--- config.mk ---
export PLATFORM = sky130hd
export DESIGN_NAME = dead_time_gen
export DESIGN_NICKNAME = d
export VERILOG_FILES = /design/src/rtl/dead_time_gen.sv
export SDC_FILE = /design/constraint.sdc
export NUM_CORES = 1
export LEC_CHECK = 0
export ABC_AREA = 1
export ABC_CLOCK_PERIOD_IN_PS = 1900
export BUFFER_PORTS_ARGS = -buffer_cell sky130_fd_sc_hd__clkbuf_2
export CAP_MARGIN = 30
export CORE_ASPECT_RATIO = 1.4
export CORE_UTILIZATION = 45
export CTS_CLUSTER_DIAMETER = 120
export CTS_CLUSTER_SIZE = 20
export DETAILED_ROUTE_END_ITERATION = 8
export SLEW_MARGIN = 20
export SYNTH_ARGS = -nofsm -noshare
export SYNTH_HDL_FRONTEND = slang
export SYNTH_SLANG_ARGS = --single-unit
--- constraint.sdc ---
create_clock -name clk -period 1.9 [get_ports clk]
set_input_delay 0.38 -clock clk [delete_from_list [all_inputs] [get_ports clk]]
set_output_delay 0.38 -clock clk [all_outputs]
set_load 0.01 [all_outputs]
--- src/rtl/dead_time_gen.sv ---
module dead_time_gen #(
  parameter int N_PH   = 3,
  parameter int CNT_W  = 11,
  parameter int MIN_DT = 8,
  parameter int DEF_DT = 1500
) (
  input  logic             clk,
  input  logic             rst_n,
  input  logic             en,
  input  logic [1:0]       dt_mode,
  input  logic [CNT_W-1:0] dt_val,
  input  logic [N_PH-1:0]  req_hi,
  input  logic [N_PH-1:0]  req_lo,
  output logic [N_PH-1:0]  gate_hi,
  output logic [N_PH-1:0]  gate_lo
);
  localparam logic [CNT_W-1:0] MIN_C = CNT_W'(MIN_DT);
  localparam logic [CNT_W-1:0] DEF_C = CNT_W'(DEF_DT);
  localparam logic [CNT_W-1:0] ONE_C = CNT_W'(1);

  logic [CNT_W-1:0] dt_sel;

  always_comb begin
    case (dt_mode)
      2'b00:   dt_sel = MIN_C;
      2'b01:   dt_sel = (dt_val < MIN_C) ? MIN_C : dt_val;
      default: dt_sel = DEF_C;
    endcase
  end

  for (genvar p = 0; p < N_PH; p++) begin : g_ph
    logic             hq, lq, last_hi;
    logic [CNT_W-1:0] tmr;
    logic             want_h, want_l, quiet, fell_h, fell_l, go_h, go_l;

    assign want_h = req_hi[p] & ~req_lo[p];
    assign want_l = req_lo[p] & ~req_hi[p];
    assign gate_hi[p] = en & hq & want_h;
    assign gate_lo[p] = en & lq & want_l;

    assign quiet  = (tmr <= ONE_C);
    assign fell_h = hq & ~gate_hi[p];
    assign fell_l = lq & ~gate_lo[p];
    assign go_h   = want_h & ~lq & (quiet | last_hi);
    assign go_l   = want_l & ~hq & (quiet | ~last_hi);

    always_ff @(posedge clk or negedge rst_n) begin
      if (!rst_n) begin
        hq      <= 1'b0;
        lq      <= 1'b0;
        last_hi <= 1'b0;
        tmr     <= '0;
      end else if (!en) begin
        hq  <= 1'b0;
        lq  <= 1'b0;
        tmr <= '0;
      end else begin
        hq <= gate_hi[p] | go_h;
        lq <= gate_lo[p] | go_l;
        if (fell_h | fell_l) begin
          tmr     <= dt_sel;
          last_hi <= fell_h;
        end else if (tmr != '0) begin
          tmr <= tmr - ONE_C;
        end
      end
    end
  end
endmodule

==> results.json, run 1 <==
{
  "hold_ws_ns": 0.143,
  "ys_async_sr_fraction": 1.00,
  "synthAdderAreaFrac": 0.0365,
  "vias": 2836,
  "syn_area_per_cell_um2": 6.84,
  "fin_crit_sh": 0.865,
  "netlist_area_mm2": 0.00309,
  "post-cts-setup-buffers": 0,
  "muxShareOfSynthArea": 0,
  "fmax_mhz": 609,
  "netSwitchingPower_uw": 2290,
  "maxCapViolations": 0,
  "viasPerCell": 4.92,
  "htree_levels": 2,
  "dr.pass1.iters": 4,
  "seqPwrFrac": 0.318,
  "combPwrFrac": 0.535,
  "power.share.switching": 0.467,
  "cp-end-kind": "output port",
  "fp.dieH_um": 100,
  "clock_path_buffers": 2,
  "p_int_uw": 2610,
  "start_util": 0.467,
  "cp-start-kind": "input port",
  "status": "completed",
  "hold_viol": 0,
  "grt_use_total": 0.236,
  "crit_type": "in2out",
  "grt_pass1_wl_um": 13000,
  "wl_um": 7620,
  "synthToLayoutAreaGrowth_pct": 11.0,
  "drive_above_1_share": 0.142,
  "num-nets-final": 515,
  "fin_crit_ns": 1.64,
  "syn_nets": 482,
  "ys_warn_count": 0,
  "design.core.area_mm2": 0.00661,
  "hp-class": "in2async",
  "antenna_found_initial": 0,
  "clock_power_share": 0.148,
  "cts_sinks": 42,
  "synth_top_family_by_area": "simple AND/OR/NAND/NOR gates",
  "finalPower_uw": 4890,
  "ant_nets": 0,
  "relSlewSlack": 0.617,
  "peakVddDrop_mv": 0.563,
  "cp_max_fo": 12,
  "cts_hold_buffers": 0,
  "yosysSeqAreaShare": 0.341,
  "numPortBuffers": 27,
  "synth-edff-count": 0,
  "synthFlopType": "dfrtp_1",
  "dpl.hpwl_um": 6060,
  "synth-xor-area-share": 0.0341,
  "tightest_slew_ns": 0.574,
  "drv_slew": 0,
  "synth_compound_area_frac": 0.0912,
  "remaining_drc_errors": 0,
  "clockRootBuffer": "clkbuf_8",
  "cts_buffers": 5,
  "drt_iter0_drc": 95,
  "clk_pin_slew_ns": 0.09,
  "routabilityCongestion": 0.903,
  "ys_types": 33,
  "die_x_um": 72.0,
  "skew_ns": 0.0117,
  "wl_per_cell_um": 13.2,
  "cp.arrival_ns": 1.26,
  "pin_count": 28,
  "grt_max_degree": 43,
  "clk_latency_ns": 0.30,
  "postLayoutCoreUtil": 0.518,
  "setup_violations": 0,
  "diodes": 0,
  "p_leak_uw": 0.00182,
  "cts_tree": "built",
  "synth-simple-area-share": 0.400,
  "cts-resized-gates": 0,
  "overflow": 0,
  "rsz0062_at_grt": "false",
  "crit_required_ns": 1.52,
  "num_rows": 35,
  "design.die.area_mm2": 0.00720,
  "tns_ns": 0,
  "grt_pass1_vias": 2824,
  "ys_ff_latch": 42,
  "synthCells": 451,
  "p_per_area_mw_per_mm2": 1430
}
## path summary, 6_finish.rpt
check / start / end / slack [ns] / depth (start not counted)
min in group clk: req_lo[2] / g_ph[2].lq / 0.39 / 3
max in group asynchronous: rst_n / g_ph[0].lq / 1.34 / 2
max reg2reg: g_ph[2].tmr[0] / g_ph[2].tmr[10] / 0.33 / 9
min reg2reg: g_ph[0].tmr[1] / g_ph[0].tmr[1] / 0.52 / 2
min: rst_n / g_ph[2].tmr[6] / 0.14 / 2
max: en / gate_hi[1] / 0.26 / 4
## routing by layer
metal,wire (um),global-route usage,share of wire
met5,0,0,0
met4,200,0.0935,0.026
met3,208,0.0341,0.027
met2,3870,0.422,0.51
met1,3340,0.281,0.44
## critical path: stages
cell      delay (ns)
clkbuf_2        0.32
nand3_1         0.20
nor2_1          0.19
clkbuf_2        0.16
## sequential cells by signal, indices dropped and copies added (netlist names)
register,count
g_ph.tmr,33
g_ph.hq,3
g_ph.last_hi,3
g_ph.lq,3
## cell families (layout without fill, tap and decap cells)
logic type	count (synthesis)	after routing
buffers and inverters	72	106
adders and majority gates	9	9
DFF	42	42
AOI/OAI and AO/OA	55	55
and+or+nand+nor	261	261
xor gates and xnor gates	12	12
## final cells by class
type                    instances  area [um2]
clock buffers                   7        76.3
clock inverters                 1        30.0
fillers                       675        3190
inverters                      68         263
multi-input cells             337        1730
flip-flops and latches         42        1050
well taps                      92         115
repair buffers                 30         158
## through the flow
step           cells  setup slack (ns)  area (um2)
5_1_grt          577             0.155        3430
4_1_cts          577             0.264        3430
3_3_place_gp     569             0.173        3320
2_1_floorplan    451             0.489        3090
6_report         577             0.257        3430
3_5_place_dp     569             0.133        3320
## cells in the mapped netlist, types with 4 or more instances
cell | number | share of area
nand2_1 | 107 | 0.13
nor2_1 | 76 | 0.092
inv_1 | 62 | 0.075
dfrtp_1 | 42 | 0.34
nand3_1 | 38 | 0.062
a21oi_1 | 29 | 0.047
o21ai_0 | 21 | 0.034
ha_1 | 9 | 0.036
nand2_2 | 7 | 0.014
xnor2_1 | 6 | 0.017
xor2_1 | 6 | 0.017
nand2_4 | 5 | 0.018
nand4_1 | 5 | 0.010
inv_2 | 4 | 0.0049
nand3_2 | 4 | 0.013
## placed cells by master, fill, tap and decap left out, drive strengths merged
cell      n
nor3      5
dfrtp    42
nor3b     1
inv      67
ha        9
nor2     82
nand3b    2
nand2   119
o211ai    1
xor2      6
xnor2     6
clkinv    1
nand3    42
a21oi    29
or2       4
clkbuf   34
o21ai    23
nand2b    1
nand4     5
o22ai     1
bufinv    1
o21a      1
buf       3
## power by group through the flow
| stage | Combinational [uW] | Sequential (uW) | Clock [uW] |
|---|---|---|---|
| global placement | 2600 | 1570 | 0 |
| floorplan | 2100 | 1490 | 0 |
| finish | 2620 | 1560 | 722 |
| CTS | 2640 | 1560 | 738 |
| detailed placement | 2620 | 1570 | 0 |
| global route | 3050 | 1610 | 768 |
No activity file was read; power rests on OpenSTA's default activity.
==> run 2, diff against run 1 <==
CORE_UTILIZATION = 47   (was 45)
PLACE_DENSITY = 0.65   (was unset)
==> run 2 against run 1 <==
Against the previous run:
- wire length fell by 2.0%
- clock skew shrank 0.0030 ns
- non-clock buffer count unchanged
- critical path depth is the same
- largest cell class unchanged
- largest power group unchanged
==> results.json, run 2 (synthesis results as in run 1) <==
{
  "cp-end-kind": "output port",
  "clockRootBuffer": "clkbuf_8",
  "diodes": 0,
  "status": "completed",
  "maxCapViolations": 0,
  "remaining_drc_errors": 0,
  "clk_pin_slew_ns": 0.08,
  "clock_power_share": 0.117,
  "cpMaxStageDelayCell": "clkbuf_2",
  "viasPerCell": 5.11,
  "dp_slack_ns": 0.0975,
  "crit_chain": "clkbuf_2 > nand3_1 > nor2_1 > clkbuf_2",
  "netSwitchingPower_uw": 2260,
  "drv_slew": 0,
  "worst-path-buf-inv": 2,
  "cp_max_fo": 13,
  "grt_use_total": 0.237,
  "num-nets-final": 515,
  "fin_area_mm2": 0.00338,
  "pin_count": 28,
  "routabilityCongestion": 0.926,
  "wl_per_cell_um": 13.4,
  "overflow": 0,
  "seqPwrFrac": 0.328,
  "wl_um": 7460,
  "fp.dieH_um": 97.9,
  "grt_pass1_vias": 2848,
  "numPortBuffers": 27,
  "cp-start-kind": "input port",
  "grt_max_degree": 26,
  "fin_crit_sh": 0.865,
  "skew_ns": 0.00865,
  "num_rows": 34,
  "synthToLayoutAreaGrowth_pct": 9.65,
  "dpl_cell_area_mm2": 0.00331,
  "start_util": 0.490,
  "cts-resized-gates": 0,
  "setup_violations": 0,
  "mostFrequentLayoutCell": "nand2_1",
  "setup_ws_ns": 0.256,
  "clk_latency_ns": 0.29,
  "cts_hold_buffers": 0,
  "p_int_uw": 2470,
  "fin_crit_ns": 1.64,
  "most-common-layout-cells": "nand2_1 (107), nor2_1 (76), inv_1 (62)",
  "p_per_area_mw_per_mm2": 1400,
  "n_fill_cell": 635,
  "fmax_mhz": 608,
  "cts_sinks": 42,
  "cp.arrival_ns": 1.26,
  "p_leak_uw": 0.00181,
  "crit_required_ns": 1.52,
  "cts_buffers": 5,
  "dr.pass1.iters": 4,
  "cpMostUsedCell": "clkbuf_2",
  "clock_path_buffers": 2,
  "drive_above_1_share": 0.140,
  "hp-class": "in2async",
  "drt_iter0_drc": 137,
  "ant_nets": 0,
  "cts_tree": "built",
  "power.share.switching": 0.478,
  "hold_ws_ns": 0.0467,
  "design.die.area_mm2": 0.00690,
  "hold_viol": 0,
  "htree_levels": 2,
  "design.core.area_mm2": 0.00630,
  "rsz0062_at_grt": "false",
  "largest-register": "g_ph.tmr",
  "vias": 2843,
  "relSlewSlack": 0.647,
  "combPwrFrac": 0.556,
  "dpl.hpwl_um": 5950,
  "post-cts-setup-buffers": 0,
  "antenna_found_initial": 0,
  "grt_pass1_wl_um": 12900,
  "largest_reg_flops": 33,
  "crit_type": "in2out",
  "tns_ns": 0,
  "cp_top_family": "buffers and inverters",
  "die_x_um": 70.5,
  "cpPeakStageDelay_ns": 0.34,
  "tightest_slew_ns": 0.529,
  "peakVddDrop_mv": 0.659
}
run 2: stage by stage:
step                total power (uW)  utilization  instances
finish                          4730        0.537        556
global route                    5280        0.537        556
CTS                             4750        0.537        556
detailed placement              4180        0.525        549
global placement                4160        0.525        549
floorplan                       3600            -        451
run 2: per-layer routing:
metal,track usage,up-vias,wire length [um]
li1,-,1479,-
met1,0.288,1297,3280
met2,0.429,55,3820
met3,0.0372,12,251
met4,0.0675,0,114
met5,0,-,0
run 2: final cells by class:
cell class              count  area [um2]  area share
inverters                  68         263      0.0777
well taps                  72        90.1      0.0266
repair buffers             30         170      0.0503
flip-flops and latches     42        1050       0.311
clock buffers               7        76.3      0.0226
multi-input cells         337        1730       0.512
run 2: path summary, 6_finish.rpt:
kind / from / endpoint / slack, ns / depth (start not counted)
hold / removal: rst_n / g_ph[2].tmr[5] / 0.05 / 1
hold reg to reg: g_ph[0].tmr[1] / g_ph[0].tmr[1] / 0.52 / 2
min in group clk: req_lo[2] / g_ph[2].lq / 0.39 / 3
max in group asynchronous: rst_n / g_ph[1].last_hi / 1.33 / 2
setup reg to reg: g_ph[2].tmr[0] / g_ph[2].tmr[0] / 0.35 / 8
setup / recovery: en / gate_hi[1] / 0.26 / 4
run 2: power groups by stage:
stage	Combinational (uW)	Sequential [uW]	Clock, uW
after floorplan	2100	1490	0
final	2630	1550	552
after detailed placement	2610	1570	0
after global routing	3060	1600	615
after CTS	2630	1550	575
after global placement	2600	1560	0
==> run 3, diff against run 2 <==
--- a/config.mk
+++ b/config.mk
@@ -16,5 +16,4 @@
 export DETAILED_ROUTE_END_ITERATION = 8
 export PLACE_DENSITY = 0.65
-export SLEW_MARGIN = 20
 export SYNTH_ARGS = -nofsm -noshare
 export SYNTH_HDL_FRONTEND = slang
==> constraint.sdc (replaced) <==
create_clock -name clk -period 1.9 [get_ports clk]
set_input_delay 0.095 -clock clk [delete_from_list [all_inputs] [get_ports clk]]
set_output_delay 0.095 -clock clk [all_outputs]
set_load 0.01 [all_outputs]
==> run 3 against run 2 <==
Against the previous run:
- critical path depth increased by 5
- clock power grew 8.9%
- register-to-register slack lost 0.04 ns
- wire length is 0.48% higher
- combinational power hardly changed
- highest routed layer unchanged
==> results.json, run 3 (synthesis results as in run 1) <==
{
  "rsz0062_at_grt": "false",
  "maxCapViolations": 0,
  "worst-path-buf-inv": 1,
  "most-common-layout-cells": "nand2_1 (107), nor2_1 (76), inv_1 (62)",
  "die_x_um": 70.5,
  "cts_buffers": 5,
  "peakVddDrop_mv": 0.712,
  "cp-end-kind": "flip-flop",
  "p_per_area_mw_per_mm2": 1400,
  "mostFrequentLayoutCell": "nand2_1",
  "wl_um": 7500,
  "wl_met2_um": 3710,
  "rrSetupSlack_ns": 0.31,
  "design.core.area_mm2": 0.00630,
  "cts_tree": "built",
  "viasPerCell": 5.08,
  "antenna_found_initial": 0,
  "cts-resized-gates": 0,
  "dr.pass1.iters": 4,
  "fmax_mhz": 630,
  "grt_max_degree": 16,
  "largest-register": "g_ph.tmr",
  "wl_per_cell_um": 13.4,
  "cpPeakStageDelay_ns": 0.44,
  "dpl.hpwl_um": 5990,
  "grt_pass1_wl_um": 12800,
  "drive_above_1_share": 0.146,
  "remaining_drc_errors": 0,
  "skew_ns": 0.0110,
  "met1_length_um": 3350,
  "routabilityCongestion": 0.903,
  "r2r-end": "g_ph[2].tmr[10]",
  "cp-start-kind": "flip-flop",
  "num_rows": 34,
  "crit_chain": "inv_1 > ha_1 > nand2_1 > nor2_1 > nand2_1 > nand2_1 > nand3b_1 > nand2_1 > nor2_1",
  "fp.dieH_um": 97.9,
  "tns_ns": 0,
  "synthToLayoutAreaGrowth_pct": 10.3,
  "crit_required_ns": 2.08,
  "p_leak_uw": 0.00182,
  "ant_nets": 0,
  "status": "completed",
  "vias": 2842,
  "pin_count": 28,
  "hold_viol": 0,
  "tightest_slew_ns": 0.496,
  "cp_top_family": "simple AND/OR/NAND/NOR gates",
  "relSlewSlack": 0.668,
  "multi_input_area_mm2": 0.00173,
  "reg2reg_from": "g_ph[2].tmr[0]",
  "drv_slew": 0,
  "fin_crit_ns": 1.59,
  "start_util": 0.490,
  "numPortBuffers": 27,
  "dp_slack_ns": 0.330,
  "r2r_cells": 9,
  "clockRootBuffer": "clkbuf_8",
  "wl_met3_um": 231,
  "setup_ws_ns": 0.314,
  "postLayoutCoreUtil": 0.541,
  "grt_pass1_vias": 2826,
  "clock_path_buffers": 2,
  "post-cts-setup-buffers": 0,
  "hold_ws_ns": 0.108,
  "design.die.area_mm2": 0.00690,
  "clk_latency_ns": 0.30,
  "htree_levels": 2,
  "cpMostUsedCell": "nand2_1",
  "setup_violations": 0,
  "diodes": 0,
  "grt_use_total": 0.240,
  "cp_max_fo": 6,
  "hp-class": "in2reg",
  "largest_reg_flops": 33,
  "maxUsedRoutingLayer": "met4",
  "n_fill_cell": 651,
  "drt_iter0_drc": 152,
  "clk_pin_slew_ns": 0.08,
  "cp.arrival_ns": 1.76,
  "finalPower_uw": 4780,
  "overflow": 0,
  "hp-start": "req_lo[0]",
  "hold-path-endpoint": "g_ph[0].lq",
  "fin_crit_sh": 0.835,
  "num-nets-final": 517,
  "regArea_mm2": 0.00105,
  "crit_type": "reg2reg",
  "cts_sinks": 42,
  "cpMaxStageDelayCell": "dfrtp_1",
  "min_path_cells": 3
}
run 3: cell count changes in the layout (fill, tap and decap cells not counted), sizes merged:
cell | previous run | this run
buf | 3 | 4
clkinv | 1 | 2
dlygate4sd3 | 0 | 1
run 3: layout make-up:
cell class	count	area share
well taps	72	0.0265
flip-flops and latches	42	0.309
clock inverters	1	0.00147
repair buffers	32	0.0515
clock buffers	7	0.0254
multi-input cells	337	0.509
inverters	68	0.0772
run 3: worst max-delay path by stage:
stage	slack (ns)	depth (start not counted)	from	end
after global routing	0.15	8	g_ph[2].tmr[0]	g_ph[2].tmr[0]
after CTS	0.32	9	g_ph[2].tmr[0]	g_ph[2].tmr[10]
after floorplan	0.49	7	g_ph[2].tmr[0]	g_ph[2].tmr[8]
final	0.31	9	g_ph[2].tmr[0]	g_ph[2].tmr[10]
after global placement	0.38	8	g_ph[1].tmr[0]	g_ph[1].tmr[8]
after detailed placement	0.33	9	g_ph[2].tmr[0]	g_ph[2].tmr[10]
run 3: layer usage:
layer | GRT usage | up-vias
li1 | - | 1486
met1 | 0.283 | 1290
met2 | 0.422 | 51
met3 | 0.0361 | 15
met4 | 0.115 | 0
met5 | 0 | -
run 3: power breakdown:
group,leakage [uW],internal [uW],switching [uW],total [uW]
registers,0.000555,1230,330,1560
logic,0.00122,976,1640,2620
clock network,0.0000482,293,307,601
total,0.00182,2500,2280,4780
run 3: stage by stage:
| step | cell area [um2] | std cells |
|---|---|---|
| after floorplan | 3090 | 451 |
| after global placement | 3300 | 550 |
| after detailed placement | 3300 | 550 |
| after CTS | 3400 | 559 |
| after global routing | 3400 | 559 |
| final | 3400 | 559 |
run 3: worst min-delay path, stage by stage:
cell and delay [ns]:
clkbuf_2 0.09, nand3_2 0.09, o21ai_0 0.08
run 3: repair_timing:
item                                   4_1_cts  5_1_grt
endpoints found under the hold margin       12        0
hold buffers                                 1        0
setup endpoints to repair                    0        0
